--- src/rtl/tlbm_pkg.sv ---
// Package: field positions and masks shared by the maintenance register block.
// Assumes 32-bit registers with a 20-bit page number and a 20-bit frame number.
package tlbm_pkg;
    localparam int REG_W   = 32;
    localparam int VPN_W   = 20;
    localparam int PFN_W   = 20;
    localparam int VPN_LSB = 2;
    localparam int PID_LSB = 4;
    localparam int WE_BIT  = 18;
    localparam int RD_BIT  = 19;
    localparam int WAY_LSB = 20;
    localparam int WAY_FW  = 4;
    localparam int G_BIT   = 20;
    localparam int X_BIT   = 21;
    localparam int C_BIT   = 24;

    localparam logic [REG_W-1:0] PFN_MASK  = (REG_W'(1) << PFN_W) - REG_W'(1);
    localparam logic [REG_W-1:0] PERM_MASK = REG_W'(4'hF) << X_BIT;
    localparam logic [REG_W-1:0] KEEP_MASK = PFN_MASK | PERM_MASK;
    localparam logic [REG_W-1:0] IGN_MASK  = ~((REG_W'(1) << (C_BIT + 1)) - REG_W'(1));
    localparam logic [REG_W-1:0] VPN_MASK  = ((REG_W'(1) << VPN_W) - REG_W'(1)) << VPN_LSB;
    localparam logic [VPN_W-1:0] VALID_LIMIT = VPN_W'(3) << (VPN_W - 2);

    typedef enum logic [1:0] {
        SEL_ACC  = 2'd0,
        SEL_MISC = 2'd1,
        SEL_PTE  = 2'd2,
        SEL_NONE = 2'd3
    } reg_sel_e;
endpackage

--- src/rtl/tlbm_entry_store.sv ---
// Module: tag/data storage for all ways and sets, one write port, one
// combinational read port. Assumes at most one write per cycle.
module tlbm_entry_store #(
    parameter int ENTRIES = 16,
    parameter int TAG_W   = 30,
    parameter int DATA_W  = 32,
    localparam int IDX_W  = $clog2(ENTRIES)
) (
    input  logic              clk,
    input  logic              rst_n,
    input  logic              wr_en,
    input  logic [IDX_W-1:0]  wr_idx,
    input  logic [TAG_W-1:0]  wr_tag,
    input  logic [DATA_W-1:0] wr_data,
    input  logic [IDX_W-1:0]  rd_idx,
    output logic [TAG_W-1:0]  rd_tag,
    output logic [DATA_W-1:0] rd_data
);
    logic [TAG_W-1:0]  tag_q  [ENTRIES];
    logic [DATA_W-1:0] data_q [ENTRIES];

    for (genvar e = 0; e < ENTRIES; e++) begin : g_entry
        // Per-slot register: cleared on reset, loaded when addressed.
        always_ff @(posedge clk) begin
            if (!rst_n) begin
                tag_q[e]  <= '0;
                data_q[e] <= '0;
            end else if (wr_en && (wr_idx == IDX_W'(e))) begin
                tag_q[e]  <= wr_tag;
                data_q[e] <= wr_data;
            end
        end
    end

    // Read port: combinational select of the addressed slot.
    assign rd_tag  = tag_q[rd_idx];
    assign rd_data = data_q[rd_idx];


    store_write_chk: assert property (@(posedge clk) disable iff (!rst_n)
        wr_en |=> (tag_q[$past(wr_idx)] == $past(wr_tag)) &&
                  (data_q[$past(wr_idx)] == $past(wr_data)));
endmodule

--- src/rtl/tlbm_commit_fmt.sv ---
// Module: builds the tag and data words for an entry commit from the written
// access value, the shadow page number and the shadow identifier.
module tlbm_commit_fmt
    import tlbm_pkg::*;
#(
    parameter int PID_W = 8,
    localparam int TAG_W = VPN_W + 2 + PID_W
) (
    input  logic [REG_W-1:0] acc_value,
    input  logic [VPN_W-1:0] vpn,
    input  logic [PID_W-1:0] pid,
    output logic [TAG_W-1:0] tag,
    output logic [REG_W-1:0] data
);
    logic valid;

    // Tag assembly: page, global flag, valid flag, identifier.
    always_comb begin
        valid = (vpn < VALID_LIMIT);
        tag   = {vpn, acc_value[G_BIT], valid, pid};
        data  = acc_value & KEEP_MASK;
    end
endmodule

--- src/rtl/tlbm_pid_watch.sv ---
// Module: compares each control write's identifier with the previous one and
// emits a registered one-cycle flush request carrying the old identifier.
module tlbm_pid_watch #(
    parameter int PID_W = 8
) (
    input  logic             clk,
    input  logic             rst_n,
    input  logic             stb,
    input  logic [PID_W-1:0] new_pid,
    input  logic [PID_W-1:0] old_pid,
    output logic             flush_pulse,
    output logic [PID_W-1:0] flush_pid
);
    // Flush request register: set for one cycle on an identifier change.
    always_ff @(posedge clk) begin
        if (!rst_n) begin
            flush_pulse <= 1'b0;
            flush_pid   <= '0;
        end else begin
            flush_pulse <= stb && (new_pid != old_pid);
            if (stb && (new_pid != old_pid))
                flush_pid <= old_pid;
        end
    end


    flush_cause_chk: assert property (@(posedge clk) disable iff (!rst_n)
        $rose(flush_pulse) |-> $past(stb) && ($past(new_pid) != $past(old_pid)));
endmodule

--- src/rtl/tlbm_ctrl_regs.sv ---
// Module: the three maintenance registers, their write shadows, entry commit,
// entry read-back and way auto-increment. Assumes WAYS and SETS are powers of
// two, at least 2, and WAYS fits the 4-bit way field.
module tlbm_ctrl_regs
    import tlbm_pkg::*;
#(
    parameter int WAYS  = 4,
    parameter int SETS  = 4,
    parameter int PID_W = 8
) (
    input  logic             clk,
    input  logic             rst_n,
    input  logic             wr_en,
    input  logic [1:0]       wr_sel,
    input  logic [REG_W-1:0] wr_value,
    output logic [REG_W-1:0] acc_q,
    output logic [REG_W-1:0] misc_q,
    output logic [REG_W-1:0] pte_q,
    output logic             flush_pulse,
    output logic [PID_W-1:0] flush_pid
);
    localparam int WAY_W   = $clog2(WAYS);
    localparam int SET_W   = $clog2(SETS);
    localparam int ENTRIES = WAYS * SETS;
    localparam int IDX_W   = WAY_W + SET_W;
    localparam int TAG_W   = VPN_W + 2 + PID_W;

    reg_sel_e         sel;
    logic             acc_write, misc_write, pte_write, commit, rd_load;
    logic [VPN_W-1:0] sh_vpn;
    logic [PID_W-1:0] sh_pid;
    logic [WAY_W-1:0] cur_way, way_inc, rd_way;
    logic [IDX_W-1:0] wr_idx, rd_idx;
    logic [TAG_W-1:0] new_tag, rd_tag;
    logic [REG_W-1:0] new_data, rd_data, misc_loaded;
    logic [VPN_W-1:0] ent_vpn;
    logic             ent_g, ent_valid;
    logic [PID_W-1:0] ent_pid;

    // Write decode and slot index formation.
    always_comb begin
        sel        = reg_sel_e'(wr_sel);
        acc_write  = wr_en && (sel == SEL_ACC);
        misc_write = wr_en && (sel == SEL_MISC);
        pte_write  = wr_en && (sel == SEL_PTE);
        commit     = acc_write && misc_q[WE_BIT];
        rd_load    = misc_write && wr_value[RD_BIT];
        cur_way    = misc_q[WAY_LSB +: WAY_W];
        way_inc    = cur_way + WAY_W'(1);
        rd_way     = wr_value[WAY_LSB +: WAY_W];
        wr_idx     = {cur_way, sh_vpn[SET_W-1:0]};
        rd_idx     = {rd_way, sh_vpn[SET_W-1:0]};
    end

    // Field split of the entry being read.
    always_comb begin
        ent_vpn   = rd_tag[TAG_W-1 -: VPN_W];
        ent_g     = rd_tag[PID_W + 1];
        ent_valid = rd_tag[PID_W];
        ent_pid   = rd_tag[PID_W-1:0];
        misc_loaded = wr_value;
        misc_loaded[PID_LSB +: PID_W] = ent_pid;
    end

    tlbm_commit_fmt #(.PID_W(PID_W)) u_fmt (
        .acc_value (wr_value),
        .vpn       (sh_vpn),
        .pid       (sh_pid),
        .tag       (new_tag),
        .data      (new_data)
    );

    tlbm_entry_store #(.ENTRIES(ENTRIES), .TAG_W(TAG_W), .DATA_W(REG_W)) u_store (
        .clk     (clk),
        .rst_n   (rst_n),
        .wr_en   (commit),
        .wr_idx  (wr_idx),
        .wr_tag  (new_tag),
        .wr_data (new_data),
        .rd_idx  (rd_idx),
        .rd_tag  (rd_tag),
        .rd_data (rd_data)
    );

    tlbm_pid_watch #(.PID_W(PID_W)) u_pid (
        .clk         (clk),
        .rst_n       (rst_n),
        .stb         (misc_write),
        .new_pid     (wr_value[PID_LSB +: PID_W]),
        .old_pid     (sh_pid),
        .flush_pulse (flush_pulse),
        .flush_pid   (flush_pid)
    );

    // Write shadows: last written page number and identifier.
    always_ff @(posedge clk) begin
        if (!rst_n) begin
            sh_vpn <= '0;
            sh_pid <= '0;
        end else begin
            if (pte_write)
                sh_vpn <= wr_value[VPN_LSB +: VPN_W];
            if (misc_write)
                sh_pid <= wr_value[PID_LSB +: PID_W];
        end
    end

    // Access read-back: changes only on an entry read.
    always_ff @(posedge clk) begin
        if (!rst_n)
            acc_q <= '0;
        else if (rd_load)
            acc_q <= (acc_q & IGN_MASK) | rd_data | (REG_W'(ent_g) << G_BIT);
    end

    // Control read-back: written value, entry identifier on read, way step on commit.
    always_ff @(posedge clk) begin
        if (!rst_n)
            misc_q <= '0;
        else if (misc_write)
            misc_q <= wr_value[RD_BIT] ? misc_loaded : wr_value;
        else if (commit)
            misc_q[WAY_LSB +: WAY_FW] <= WAY_FW'(way_inc);
    end

    // Entry-address read-back: page field held on writes, loaded on entry read.
    always_ff @(posedge clk) begin
        if (!rst_n)
            pte_q <= '0;
        else if (pte_write)
            pte_q <= (wr_value & ~VPN_MASK) | (pte_q & VPN_MASK);
        else if (rd_load)
            pte_q[VPN_LSB +: VPN_W] <= ent_vpn;
    end


    way_wrap_chk: assert property (@(posedge clk) disable iff (!rst_n)
        commit |=> misc_q[WAY_LSB +: WAY_FW] == WAY_FW'((int'($past(cur_way)) + 1) % WAYS));

    acc_hold_chk: assert property (@(posedge clk) disable iff (!rst_n)
        acc_write |=> acc_q == $past(acc_q));

    pte_vpn_hold_chk: assert property (@(posedge clk) disable iff (!rst_n)
        pte_write |=> pte_q[VPN_LSB +: VPN_W] == $past(pte_q[VPN_LSB +: VPN_W]));

    misc_plain_chk: assert property (@(posedge clk) disable iff (!rst_n)
        (misc_write && !wr_value[RD_BIT]) |=> misc_q == $past(wr_value));

    entry_valid_chk: assert property (@(posedge clk) disable iff (!rst_n)
        (rd_load && rd_tag != '0) |-> ent_valid == (ent_vpn < VALID_LIMIT));
endmodule

--- config.mk ---
export PLATFORM = sky130hd
export DESIGN_NAME = tlbm_ctrl_regs
export DESIGN_NICKNAME = d
export VERILOG_FILES = /design/src/rtl/tlbm_pkg.sv /design/src/rtl/tlbm_entry_store.sv /design/src/rtl/tlbm_commit_fmt.sv /design/src/rtl/tlbm_pid_watch.sv /design/src/rtl/tlbm_ctrl_regs.sv
export SDC_FILE = /design/constraint.sdc
export NUM_CORES = 1
export LEC_CHECK = 0
export BUFFER_PORTS_ARGS = -buffer_cell sky130_fd_sc_hd__buf_4
export CORE_MARGIN = 2
export CORE_UTILIZATION = 40
export DETAILED_ROUTE_END_ITERATION = 12
export HOLD_SLACK_MARGIN = 0.12
export SETUP_SLACK_MARGIN = 0.5
export SLEW_MARGIN = 20
export SYNTH_ARGS = -nofsm -noshare
export SYNTH_HDL_FRONTEND = slang
export SYNTH_SLANG_ARGS = --single-unit
--- constraint.sdc ---
create_clock -name clk -period 10.2 [get_ports clk]
set_clock_uncertainty 0.2 [all_clocks]
set_input_delay 2.04 -clock clk [delete_from_list [all_inputs] [get_ports clk]]
set_output_delay 2.04 -clock clk [all_outputs]
set_load 0.02 [all_outputs]
==> metrics.md <==
| Metric | Value |
|---|---|
| Number of max-slew violations in the final report | 0 |
| FFs w/ async S/R, synth | 0 |
| Fraction of layout instances using a drive strength above 1 | 0.206 |
| Worst-case setup slack after placement | 4.78 ns |
| Most frequent cell after synthesis | sky130_fd_sc_hd__edfxtp_1 |
| Detailed placer's ending HPWL | 66700 um |
| Outcome | finished, violations left |
| Routed length per instance | between 20 and 30 um |
| Global placer's final weighted congestion | approximately 0.8 |
| Residual DRC | 12 |
| CP Class | in -> reg |
| Number of antenna violations at the first check in global routing | 2 |
| Vertical die dimension | about 330 um |
| Cts hold-fix bufs | 0 |
| Arrival time of the worst setup path | between 4 and 5 ns |
| Max-cap violations | 0 |
| Element type at the critical path end | flip-flop |
| CTS tree | yes |
| IO buf count | between 100 and 150 |
| Average footprint of a synthesized cell | 15.2 um2 |
| Number of rows in the core area | about 120 |
| Type of the most critical hold path | reg -> reg |
| Num Clock Sinks | approximately 1000 |
| Data required time at the worst endpoint | 10.32 ns |
| Ratio of final minimum period to clock period | 0.464 |
| Area Overhead vs Synth | 13.8% |
| Most common library cells after synthesis | sky130_fd_sc_hd__edfxtp_1 (848), sky130_fd_sc_hd__and2_1 (804), sky130_fd_sc_hd__mux4_2 (205), sky130_fd_sc_hd__clkbuf_1 (176), sky130_fd_sc_hd__nand2_1 (139) |
| Synth area leaders | sky130_fd_sc_hd__edfxtp_1 (60%), sky130_fd_sc_hd__and2_1 (12%), sky130_fd_sc_hd__mux4_2 (11%), sky130_fd_sc_hd__dfxtp_1 (5.9%), sky130_fd_sc_hd__mux2i_1 (2.6%) |
| Largest net degree at the start of global routing | approximately 110 |
| Total Die Area | approximately 110000 um2 |
| Share of the core filled with cells | 0.459 |
| RSZ-0062 raised after global routing | no |
| Area share of the largest cell type after synthesis | 0.598 |
| Worst Path Max Fanout | 28 |
| Number of enable flip-flop cells after synthesis | 848 |
| Buffer depth of the longest clock path | 3 |
| Violated checks | design-rule violations |
| Power per standard cell area | 181 nW/um2 |
| Worst slew slack as a fraction of its limit | 0.245 |
| H-tree levels | 3 |
| Worst IR drop on VDD | ~0.13 mV |
| Hold violation total from the final report | 0 |
| First-pass DRT Iterations | 9 |
| Iteration-0 DRC Markers | 2422 |
| Sum of negative setup slack | 0 ns |
| Number of global-route vias before repair | 24622 |
| Die Span X | 330 um |
| Dominant register cell in the synthesized netlist | sky130_fd_sc_hd__edfxtp_1 |
| Wire length of the first global-routing pass | 169000 um |
| Initial Util | 0.404 |
| Mapped Cells | 2804 |
| Worst path setup slack after routing | roughly 5.5 ns |
| Post-synth top area cell | sky130_fd_sc_hd__edfxtp_1 |
| Floorplan Core Area | 105000 um2 |
| Count of final setup violators | 0 |
| Count of cells resized by post-cts repair | 0 |
| Worst skew pair latency | around 0.68 ns |
| Nets | a little under 3000 |
| Max Clk Rate | approximately 210 MHz |
| Post-synthesis instance area | ~43000 um2 |
| Sequential cell area fraction in the yosys report | 0.658 |
| Clock period minus worst slack | approximately 4.7 ns |
| Final Cell Area | roughly 48000 um2 |
| Via count | around 24000 |
| Number of distinct standard cells referenced by the synthesized netlist | 45 |
| Aggregate global routing overflow | 0 |
| Flop and latch count out of synthesis | slightly below 1000 |
| GR Util All Layers | 0.214 |
| Actual slew at the worst max-slew pin | roughly 1.1 ns |
| CTS Root Buffer Type | sky130_fd_sc_hd__clkbuf_16 |
| Number of placed I/O pins | approximately 140 |
| Yosys warning total | 0 |
| Antenna Nets Post-Route | 0 |
| Post-placement cell area | ~45000 um2 |
| Clock edge transition at the registers on the reported setup and hold paths | about 0.060 ns |
| Total Routed Length | ~120000 um |
| Routed vias/inst | about 5.5 |
| Number of buffers inserted during clock tree synthesis | 105 |
| Static Leak | 17.6 nW |
| Startpoint Class | input pin |
| Total setup buffers inserted after CTS | 0 |
## state kept, by name (all words and copies together) (netlist names)
name and count:
u_pid.flush_pid 8, pte_q 32, u_pid.flush_pulse 1, acc_q 25
misc_q 32, u_store.tag_q 464, u_store.data_q 384, sh_vpn 20
sh_pid 8
## where the power goes
group          internal (W)  switching [W]  total, W
sequential          0.00445      0.0000604   0.00451
clock               0.00219        0.00160   0.00379
combinational      0.000153       0.000298  0.000451
total               0.00679        0.00196   0.00875
## layer usage
layer,part of all wire,global-route usage,up-vias
met1,0.42,0.296,12417
met5,0,0,-
met3,0.073,0.0381,172
met4,0.025,0.0627,0
li1,-,-,10320
met2,0.48,0.349,917
## cell usage in the layout, fill, tap and decap left out, types with 8 or more instances in the layout
| cell type | instances |
|---|---|
| sky130_fd_sc_hd__a21boi_0 | 60 |
| sky130_fd_sc_hd__a21o_1 | 45 |
| sky130_fd_sc_hd__a21oi_1 | 9 |
| sky130_fd_sc_hd__and2_1 | 802 |
| sky130_fd_sc_hd__buf_4 | 180 |
| sky130_fd_sc_hd__clkbuf_1 | 22 |
| sky130_fd_sc_hd__clkbuf_16 | 108 |
| sky130_fd_sc_hd__clkbuf_8 | 9 |
| sky130_fd_sc_hd__clkinv_1 | 13 |
| sky130_fd_sc_hd__clkinv_2 | 30 |
| sky130_fd_sc_hd__conb_1 | 23 |
| sky130_fd_sc_hd__dfxtp_1 | 124 |
| sky130_fd_sc_hd__edfxtp_1 | 848 |
| sky130_fd_sc_hd__mux2i_1 | 112 |
| sky130_fd_sc_hd__mux4_2 | 205 |
| sky130_fd_sc_hd__nand2_1 | 138 |
| sky130_fd_sc_hd__nor2_4 | 17 |
| sky130_fd_sc_hd__nor2b_1 | 11 |
| sky130_fd_sc_hd__nor3_1 | 15 |
| sky130_fd_sc_hd__o21ai_4 | 16 |
| sky130_fd_sc_hd__o22ai_1 | 45 |
| sky130_fd_sc_hd__or3_1 | 8 |
| sky130_fd_sc_hd__xor2_1 | 8 |
## worst max-delay path, cell delays in order
cell and delay, ns:
sky130_fd_sc_hd__buf_4 0.12, sky130_fd_sc_hd__nor2b_2 0.23, sky130_fd_sc_hd__and3b_1 0.32, sky130_fd_sc_hd__nand2_1 0.53, sky130_fd_sc_hd__o21ai_4 1.04, sky130_fd_sc_hd__buf_4 0.54
## cell families (layout without fill, tap and decap cells)
kind of cell,count (synthesis),in the layout,synth area share
adders and majority gates,4,4,0.00118
xor gates and xnor gates,9,9,0.00185
and+or+nand+nor,1017,1017,0.140
AOI/OAI and AO/OA,205,205,0.0338
muxes,324,324,0.137
DFF,974,974,0.658
buffers and inverters,270,390,0.0289
other,1,25,0.0000881
## worst paths after layout
| kind | from | endpoint | slack, ns | cells past startpoint |
|---|---|---|---|---|
| worst max register to register | sh_vpn[1]$_SDFFE_PN0P_ | misc_q[11]$_SDFFE_PN0N_ | 5.98 | 7 |
| worst min-delay path | pte_q[20]$_SDFFE_PN0P_ | pte_q[20]$_SDFFE_PN0P_ | 0.25 | 1 |
| worst max-delay path | wr_sel[1] | u_store.tag_q[0][0]$_SDFFCE_PN0P_ | 5.47 | 6 |
| worst min register to register | pte_q[20]$_SDFFE_PN0P_ | pte_q[20]$_SDFFE_PN0P_ | 0.25 | 1 |
## metrics by stage
stage          hold slack, ns  std cells  total power, W
6_report                0.250       4339         0.00875
5_1_grt                 0.269       4337         0.00901
4_1_cts                 0.255       4337         0.00881
3_5_place_dp            0.241       4137         0.00505
3_3_place_gp            0.235       4133         0.00504
2_1_floorplan           0.291       2826         0.00486
## final cells by class
class / count / area, um2
flip-flops and latches: 974 / 28000
fillers: 9138 / 57000
multi-input cells: 1582 / 13700
clock buffers: 139 / 2910
repair buffers: 187 / 1500
clock inverters: 61 / 533
well taps: 1391 / 1740
inverters: 3 / 11.3
diodes: 2 / 5.00
Power figures use the tool's default switching activity.
